`config.mk`:
```
export PLATFORM = sky130hd
export DESIGN_NAME = step_atten_ctrl
export DESIGN_NICKNAME = d
export VERILOG_FILES = /design/src/rtl/step_atten_ctrl.sv
export SDC_FILE = /design/constraint.sdc
export NUM_CORES = 1
export LEC_CHECK = 0
export BUFFER_PORTS_ARGS = -buffer_cell sky130_fd_sc_hd__buf_2
export CAP_MARGIN = 25
export CORE_ASPECT_RATIO = 0.8
export CORE_MARGIN = 1
export CORE_UTILIZATION = 50
export CTS_BUF_LIST = sky130_fd_sc_hd__clkbuf_16
export DETAILED_ROUTE_END_ITERATION = 16
export PLACE_DENSITY_LB_ADDON = 0.1
export SLEW_MARGIN = 20
export SYNTH_ARGS = -nofsm -noshare
export SYNTH_HDL_FRONTEND = slang
export SYNTH_SLANG_ARGS = --single-unit
```
`constraint.sdc`:
```
create_clock -name clk -period 1.7 [get_ports clk]
set_input_delay 0.17 -clock clk [delete_from_list [all_inputs] [get_ports clk]]
set_output_delay 0.17 -clock clk [all_outputs]
set_load 0.03 [all_outputs]
```
`src/rtl/step_atten_ctrl.sv`:
```
module step_atten_ctrl #(
  parameter int WORD_W      = 6,
  parameter int SYNC_STAGES = 2
) (
  input  logic              clk,
  input  logic              rst_n,
  input  logic              ser_mode,
  input  logic [WORD_W-1:0] par_word,
  input  logic              sdata,
  input  logic              sclk,
  input  logic              lat_en,
  input  logic [1:0]        pup,
  output logic [WORD_W-1:0] atten
);

  localparam logic [WORD_W-1:0] W_ZERO = '0;
  localparam logic [WORD_W-1:0] W_8DB  = WORD_W'(1) << (WORD_W - 2);
  localparam logic [WORD_W-1:0] W_16DB = WORD_W'(1) << (WORD_W - 1);
  localparam logic [WORD_W-1:0] W_TOP  = {WORD_W{1'b1}} << 1;

  logic [SYNC_STAGES-1:0] sclk_q, sdat_q, le_q;
  logic                   sclk_d;
  logic                   sclk_s, sdat_s, le_s, sclk_rise;
  logic [WORD_W-1:0]      shreg, pup_word, rst_word;

  assign sclk_s    = sclk_q[SYNC_STAGES-1];
  assign sdat_s    = sdat_q[SYNC_STAGES-1];
  assign le_s      = le_q[SYNC_STAGES-1];
  assign sclk_rise = sclk_s & ~sclk_d;

  always_ff @(posedge clk) begin
    if (!rst_n) begin
      sclk_q <= {SYNC_STAGES{sclk}};
      sdat_q <= {SYNC_STAGES{sdata}};
      le_q   <= {SYNC_STAGES{lat_en}};
      sclk_d <= sclk;
    end else begin
      sclk_q <= {sclk_q[SYNC_STAGES-2:0], sclk};
      sdat_q <= {sdat_q[SYNC_STAGES-2:0], sdata};
      le_q   <= {le_q[SYNC_STAGES-2:0], lat_en};
      sclk_d <= sclk_s;
    end
  end

  always_comb begin
    case (pup)
      2'b00:   pup_word = W_ZERO;
      2'b10:   pup_word = W_8DB;
      2'b01:   pup_word = W_16DB;
      default: pup_word = W_TOP;
    endcase
  end

  assign rst_word = (ser_mode || lat_en) ? par_word : pup_word;

  always_ff @(posedge clk) begin
    if (!rst_n)         shreg <= par_word;
    else if (sclk_rise) shreg <= {shreg[WORD_W-2:0], sdat_s};
  end

  always_ff @(posedge clk) begin
    if (!rst_n)    atten <= rst_word;
    else if (le_s) atten <= ser_mode ? shreg : par_word;
  end

  AST_HOLD_CLOSED: assert property (@(posedge clk) disable iff (!rst_n)
    !le_s |=> $stable(atten));
  AST_DIRECT_FOLLOW: assert property (@(posedge clk) disable iff (!rst_n)
    (!ser_mode && le_s) |=> atten == $past(par_word));
  AST_SER_TRANSPARENT: assert property (@(posedge clk) disable iff (!rst_n)
    (ser_mode && le_s) |=> atten == $past(shreg));
  AST_NO_SHIFT_IDLE: assert property (@(posedge clk) disable iff (!rst_n)
    !sclk_rise |=> $stable(shreg));
  AST_RST_SERIAL: assert property (@(posedge clk)
    (!rst_n && ser_mode) |=> atten == $past(par_word));
  AST_RST_PUP_TOP: assert property (@(posedge clk)
    (!rst_n && !ser_mode && !lat_en && pup == 2'b11) |=> atten == W_TOP);
  AST_RST_DIRECT: assert property (@(posedge clk)
    (!rst_n && !ser_mode && lat_en) |=> atten == $past(par_word));

endmodule

```
# After elaboration in Yosys (flattened, before gate mapping)

Cells that the tools add are included.

Bits in registers: 19
Input port bits: 14
Output and inout bits: 6
Logic and storage cells: 25

Equal/unequal tests: 4
Muxes and demuxes: 11
Bitwise gates (word level): 2
Reduce and logical (&&, ||, !) cells: 2

Operators by type and width:

| operator           | number |
|---|---|
| $mux 6             | 6 |
| $pmux 6 s3         | 1 |
| $mux 2             | 3 |
| $ne 2x1->1 const B | 2 |
| $eq 2x1->1 const B | 1 |
| $eq 2x2->1 const B | 1 |
| $logic_not 2->1    | 1 |
| $and 1x1->1        | 1 |
| $logic_or 1x1->1   | 1 |
| $mux 1             | 1 |
| $not 1->1          | 1 |

# Logic depth before layout (Yosys ltp)

Gate-level depths: netlist of run 1.

Depth after elaboration: 4
Gate-level depth with buffers: 5
Gate-level depth less buffers: 3

# Least setup slack after synthesis of run 1

Ideal clock, no wire load.

Kind: register to register
Start point: reg sclk_q[1]
End point: reg shreg[0] (enable)
Library setup time: 0.377 ns
Arrival: 0.835 ns
Required time: 1.323 ns
Path slack: 0.488 ns
Stages on the path, launching flop included: 3
Buffers on the path: 0
Clock period less this slack: 1.212 ns
Cell sequence: dfxtp_1 inv_1 o21ai_0

Cells in the longest elaborated chain, start to end: 2

Ends and longest elaborated chain:

| what                     | RTL line | source |
|---|---|---|
| start: declaration       | 21       | `logic [SYNC_STAGES-1:0] sclk_q, sdat_q, le_q;` |
| start signal: assignment | 33       | `sclk_q <= {SYNC_STAGES{sclk}};` |
| start signal: assignment | 38       | `sclk_q <= {sclk_q[SYNC_STAGES-2:0], sclk};` |
| $and 1x1->1              | 29       | `assign sclk_rise = sclk_s & ~sclk_d;` |
| $ne 2x1->1 (no line)     | -        |  |
| end signal: assignment   | 57       | `if (!rst_n) shreg <= par_word;` |
| end signal: assignment   | 58       | `else if (sclk_rise) shreg <= {shreg[WORD_W-2:0], sdat_s};` |
| end: declaration         | 24       | `logic [WORD_W-1:0] shreg, pup_word, rst_word;` |

No other way between the ends.
A chain may end at the register's enable or synchronous reset.

# Final worst setup path of run 1

Start point: reg sclk_q[1]
End point: reg shreg[4] (enable)

Same word-level chain as after synthesis.

==> flow_summary.yaml, run 1 <==
worst_setup_path:
  critical_path_arrival_ns: 1.20
  crit_family: "compound AO/OA/AOI/OAI gates"
  critical_path_buf_inv_count: 1
  start_kind: "register"
  max_stage_delay_ns: 0.59
  cp_slowest_cell: "o21ai_0"
  cp.required_ns: 1.58
  worst_setup_path_end_kind: "register"
  path_max_fanout: 6
  crit_type: "reg2reg"
  cp_cell_sequence: "inv_1 > o21ai_0"
place:
  globalplace.congestion: 0.695
  dpl_cell_area_sq_um: 897
  io_buffer_count: 19
  dp_hpwl_um: 842
  dpl.cell_count: 97
synthesis:
  yosysTopAreaCell: "edfxtp_1"
  yosysWarnings: 0
  yosysSeqAreaShare_pct: 61.3
  yosys-top-cells-area: "edfxtp_1 44%, dfxtp_1 17%, mux2_2 11%"
  ys_seq_elements: 19
  avgSynthCellArea_sq_um: 13.4
  yosys.cell_types.count: 15
  synthCells: 61
  synth_nets: 75
  synth_area_sq_um: 817
  yosys.area.top_type_share_pct: 44.1
die:
  die-area_sq_um: 1800
  std_cell_rows: 12
  ios: 20
  chipWidth_um: 47.2
  core_area_sq_um: 1460
  floorplan.initialDensity_pct: 56.1
  die-height_um: 38.2
final_layout:
  final_cell_area_sq_um: 977
  area_delta_synth_final_pct: 19.6
  fillCellCount: 116
  instances_no_fill: 101
  final_cell_mix: "19 x buf_2, 12 x edfxtp_1, 8 x mux2_2"
  final_common_cell: "buf_2"
  seqCellArea_sq_um: 500
  fin_util_pct: 67.1
  finalNetCount: 95
  num_antenna_cells: 0
  multi_input_area_sq_um: 272
  drive_gt1_share_pct: 40.0
detailed_routing:
  drc: 0
  drt_iter0_drc: 4
  via_per_inst: 4.95
  vias: 500
  post_drt_wl_per_cell_um: 11.4
  first_pass_iters: 4
  ant_nets: 0
  wl_um: 1160
clock_tree:
  cts_buffers: 3
  cts_max_level: 1
  cts_sinks: 19
  worstSkewPairLatency_ns: 0.25
  cts_resized: 0
  cts-hold-fix-buffers: 0
  path_clk_slew_ns: 0.05
  postCtsSetupBuffers: 0
  clk_path_buf_depth: 2
  cts_tree: "done"
  cts_root_buf: "clkbuf_16"
global_route:
  grt_max_degree: 23
  globalRouteTotalUtil_pct: 17.3
  use_met3_pct: 8.49
  antenna_found_initial: 0
  first_global_vias: 491
  grt_overflow: 0
  met2_usage_pct: 28.5
  grt_pass1_wl_um: 1990
  grt_util_met1_pct: 18.3
  busiest_layer: "met2"
power_and_ir_drop:
  p_leak_nw: 0.418
  power_density_nw_per_um2: 1190
  peakVddDrop_uv: 863
timing:
  clock.fmax_ghz: 0.755
  fin_setup_tns_ns: 0
  clock_skew_ns: 0.000789
  slew_headroom_pct: 50.3
  finalCritPeriodShare_pct: 77.9
  finalSetupViolCount: 0
  hold_violations: 0
  drv_slew: 0
  worst_pin_slew_ns: 0.737
  timing.final.crit_period_ns: 1.32
  rsz0062_at_grt: "no"
status:
  run_status: "finished, final reports clean"
min_path:
  hp-class: "in2reg"
flow_run:
  drv_cap: 0
==> power by group <==
group / switching [mW] / total, mW / internal [mW] / leakage, nW
clock: 0.145 / 0.459 / 0.314 / 0.0409
sequential: 0.0122 / 0.557 / 0.545 / 0.181
combinational: 0.0871 / 0.145 / 0.0577 / 0.197
==> metal layers <==
metal  wire length [um]  part of all wire (%)
met5                  0                     0
met4                 22                   1.9
met2                537                    46
met1                538                    47
met3                 57                   4.9
==> stage by stage <==
stage	hold WS, ns	setup slack, ns	power, mW
global placement	0.286	0.387	0.707
CTS	0.0331	0.362	1.17
detailed placement	0.288	0.363	0.710
floorplan	0.198	0.488	0.672
global route	0.0319	0.233	1.21
finish	0.0352	0.375	1.16
==> Yosys cell counts <==
cell type / number
or3_4: 1
o22ai_1: 4
mux2i_1: 6
buf_4: 1
or2_1: 1
a21oi_1: 4
mux2_2: 8
o21ai_0: 4
dfxtp_1: 7
inv_1: 1
nand2_1: 6
buf_6: 3
nand2b_1: 2
edfxtp_1: 12
nor2_1: 1
==> state kept, by name, indices dropped and copies added (netlist names) <==
| name | count |
|---|---|
| sclk_q | 2 |
| le_q | 2 |
| sclk_d | 1 |
| shreg | 6 |
| sdat_q | 2 |
| atten | 6 |
==> kinds of logic after synthesis <==
| logic type | after synthesis | synth area share [%] |
|---|---|---|
| flops | 19 | 61.3 |
| simple gates | 11 | 6.89 |
| compound gates | 12 | 7.96 |
| buf+inv | 5 | 5.51 |
| mux | 14 | 18.4 |
==> worst register-to-register path, cell delays in order, from the launching register on <==
cell	delay, ns
dfxtp_1	0.33
inv_1	0.04
o21ai_0	0.59
==> area by class of cell <==
| type | count | area share, % |
|---|---|---|
| Multi-Input combinational cell | 37 | 27.8 |
| Timing Repair Buffer | 19 | 9.73 |
| Tap cell | 21 | 2.69 |
| Sequential cell | 19 | 51.2 |
| Inverter | 1 | 0.384 |
| Clock inverter | 1 | 0.512 |
| Clock buffer | 3 | 7.68 |
==> final timing paths <==
check,depth (start not counted),startpoint,end,slack (ns)
worst max-delay path,2,sclk_q[1],shreg[4],0.38
worst min-delay path,1,sdata,sdat_q[0],0.04
worst max register to register,2,sclk_q[1],shreg[4],0.38
worst min register to register,1,sdat_q[0],sdat_q[1],0.45
Note: power is estimated with default switching activity, not from simulation.
==> inputs of run 2 (changes only) <==
--- a/config.mk
+++ b/config.mk
@@ -5,11 +5,12 @@
 export SDC_FILE = /design/constraint.sdc
 export NUM_CORES = 1
 export LEC_CHECK = 0
+export ABC_AREA = 1
 export BUFFER_PORTS_ARGS = -buffer_cell sky130_fd_sc_hd__buf_2
 export CAP_MARGIN = 25
 export CORE_ASPECT_RATIO = 0.8
 export CORE_MARGIN = 1
-export CORE_UTILIZATION = 50
+export CORE_UTILIZATION = 45
 export CTS_BUF_LIST = sky130_fd_sc_hd__clkbuf_16
 export DETAILED_ROUTE_END_ITERATION = 16
 export PLACE_DENSITY_LB_ADDON = 0.1
==> constraint.sdc (replaced) <==
create_clock -name clk -period 1.1 [get_ports clk]
set_input_delay 0.11 -clock clk [delete_from_list [all_inputs] [get_ports clk]]
set_output_delay 0.11 -clock clk [all_outputs]
set_load 0.03 [all_outputs]
==> run 2 against run 1 <==
  * Final cell count up 46%
  * Via count grew 42%
  * Synthesized cell count grew 62%
  * Sequential share of layout area fell by 5.1 points
  * Total power grew 59%
  * Non-clock buffer count up 7
  * First-iteration DRC count grew to 4.0 times the previous value
  * Sequential power up 54%
  * Critical path depth grew 2
  * Global-route usage is 0.17 points higher
  * Highest routed layer unchanged
==> flow_summary.yaml, run 2 <==
synthesis:
  synth_area_sq_um: 845
  synth_common_cells: "36 x nand2_1, 14 x inv_1, 13 x nand3_1"
  yosysMostFrequentCell: "nand2_1"
  synthCells: 99
  yosysWarnings: 0
  yosysTopAreaCell: "edfxtp_1"
  synth_nets: 113
  yosys.cell_types.count: 10
  async_flop_share_pct: 0
  yosys.area.top_type_share_pct: 42.7
  yosys-top-cells-area: "edfxtp_1 43%, dfxtp_1 17%, nand2_1 16%"
  synth-main-ff-cell: "edfxtp_1"
  synth_edf_count: 12
  avgSynthCellArea_sq_um: 8.53
  yosysSeqAreaShare_pct: 59.3
  ys_seq_elements: 19
min_path:
  whs_path_depth: 1
  hp-class: "in2reg"
clock_tree:
  cts_tree: "done"
  postCtsSetupBuffers: 0
  clk_path_buf_depth: 2
  cts_max_level: 1
  cts_resized: 0
  worstSkewPairLatency_ns: 0.25
  cts_buffers: 3
  cts_root_buf: "clkbuf_16"
  path_clk_slew_ns: 0.05
  cts_sinks: 19
worst_setup_path:
  worst_setup_path_end_kind: "register"
  critical_path_arrival_ns: 0.91
  path_max_fanout: 2
  cp.required_ns: 1.09
  reg2reg_depth: 4
  crit_type: "reg2reg"
  start_kind: "register"
timing:
  hold_violations: 0
  timing.final.ws_setup_ns: 0.174
  drv_slew: 0
  timing.final.crit_period_ns: 0.926
  worst_pin_slew_ns: 0.262
  rsz0062_at_grt: "no"
  slew_headroom_pct: 82.6
  clock.fmax_ghz: 1.08
  clock_skew_ns: 0.00123
  hold_ws_ns: 0.0292
  fin_setup_tns_ns: 0
  finalCritPeriodShare_pct: 84.2
  finalSetupViolCount: 0
global_route:
  grt_max_degree: 13
  antenna_found_initial: 0
  grt_overflow: 0
  first_global_vias: 617
  grt_pass1_wl_um: 2510
  globalRouteTotalUtil_pct: 17.5
detailed_routing:
  via_per_inst: 4.82
  ant_nets: 0
  wl_um: 1490
  vias: 709
  drt_iter0_drc: 16
  first_pass_iters: 4
  drc: 0
  post_drt_wl_per_cell_um: 10.1
status:
  run_status: "finished, final reports clean"
die:
  std_cell_rows: 13
  chipWidth_um: 50.4
  die-area_sq_um: 2060
  die-height_um: 40.8
  core_area_sq_um: 1690
  ios: 20
  floorplan.initialDensity_pct: 49.9
final_layout:
  instances_no_fill: 147
  multi_input_area_sq_um: 268
  reg_top3: "atten (6), shreg (6)"
  drive_gt1_share_pct: 24.0
  finalNetCount: 140
  fin_util_pct: 64.2
  seqCellArea_sq_um: 500
  final_common_cell: "nand2_1"
  final_cell_area_sq_um: 1090
  area_delta_synth_final_pct: 28.6
  fillCellCount: 150
  num_antenna_cells: 0
  final_cell_mix: "36 x nand2_1, 19 x buf_2, 14 x inv_1"
power_and_ir_drop:
  switching_share_pct: 23.0
  peakVddDrop_uv: 1810
  power_density_nw_per_um2: 1700
  p_leak_nw: 0.550
  p_clk_share_pct: 39.9
  finalPower_mw: 1.85
  power_frac_comb_pct: 13.7
  switchingPower_uw: 426
  p_int_mw: 1.42
  p_seq_share_pct: 46.4
flow_run:
  drv_cap: 0
place:
  dp_hpwl_um: 1100
  globalplace.congestion: 0.825
  dpl_cell_area_sq_um: 985
  dpl.cell_count: 141
  dp_worst_setup_slack_ns: 0.105
  io_buffer_count: 19
run 2: cell count changes after synthesis, moves of 2 or more:
cell,previous run,this run
nand2_1,6,36
inv_1,1,14
nand3_1,0,13
mux2_2,8,0
mux2i_1,6,0
o21ai_0,4,10
a21oi_1,4,0
buf_2,0,4
o22ai_1,4,0
buf_6,3,0
nand2b_1,2,0
run 2: final timing paths:
path | to | slack, ns | startpoint
max reg2reg | atten[3] | 0.17 | shreg[3]
min reg2reg | sclk_q[1] | 0.43 | sclk_q[0]
min | le_q[0] | 0.03 | lat_en
max | atten[3] | 0.17 | shreg[3]
run 2: worst max-delay path, cell delays in order, from the launching register on:
cell      delay [ns]
edfxtp_1        0.38
inv_1           0.06
nand2_1         0.05
nand3_1         0.09
nand3_1         0.08
run 2: power by group through the flow:
stage | Clock [mW] | Combinational [mW] | Sequential [mW]
floorplan | 0 | 0.109 | 0.924
global placement | 0 | 0.245 | 0.872
detailed placement | 0 | 0.248 | 0.872
CTS | 0.751 | 0.257 | 0.857
global route | 0.783 | 0.288 | 0.865
finish | 0.738 | 0.254 | 0.857
run 2: timing repair:
item,CTS,global route
hold buffers,2,0
endpoints found under the setup margin,0,0
hold endpoints to repair,2,0
run 2: logic make-up (layout without fill, tap and decap cells):
group / Yosys count / count (layout) / share of synthesized area (%)
AO/OA/AOI/OAI: 10 / 10 / 5.93
flip-flops: 19 / 19 / 59.3
buffers and inverters: 19 / 45 / 9.04
AND/OR/NAND/NOR: 51 / 51 / 25.8
run 2: area by class of cell:
cell class	instances	area share (%)
flip-flops and latches	19	46.1
repair buffers	26	14.1
clock inverters	1	0.576
multi-input cells	61	24.7
inverters	15	5.18
clock buffers	3	6.91
well taps	22	2.53
run 2: per-layer routing:
layer	vias to the layer above	GRT usage (%)	part of all wire, %
met1	312	19.1	43
met4	0	4.86	0.54
li1	368	-	-
met3	2	6.67	7.2
met2	27	33.0	50
met5	-	0	0
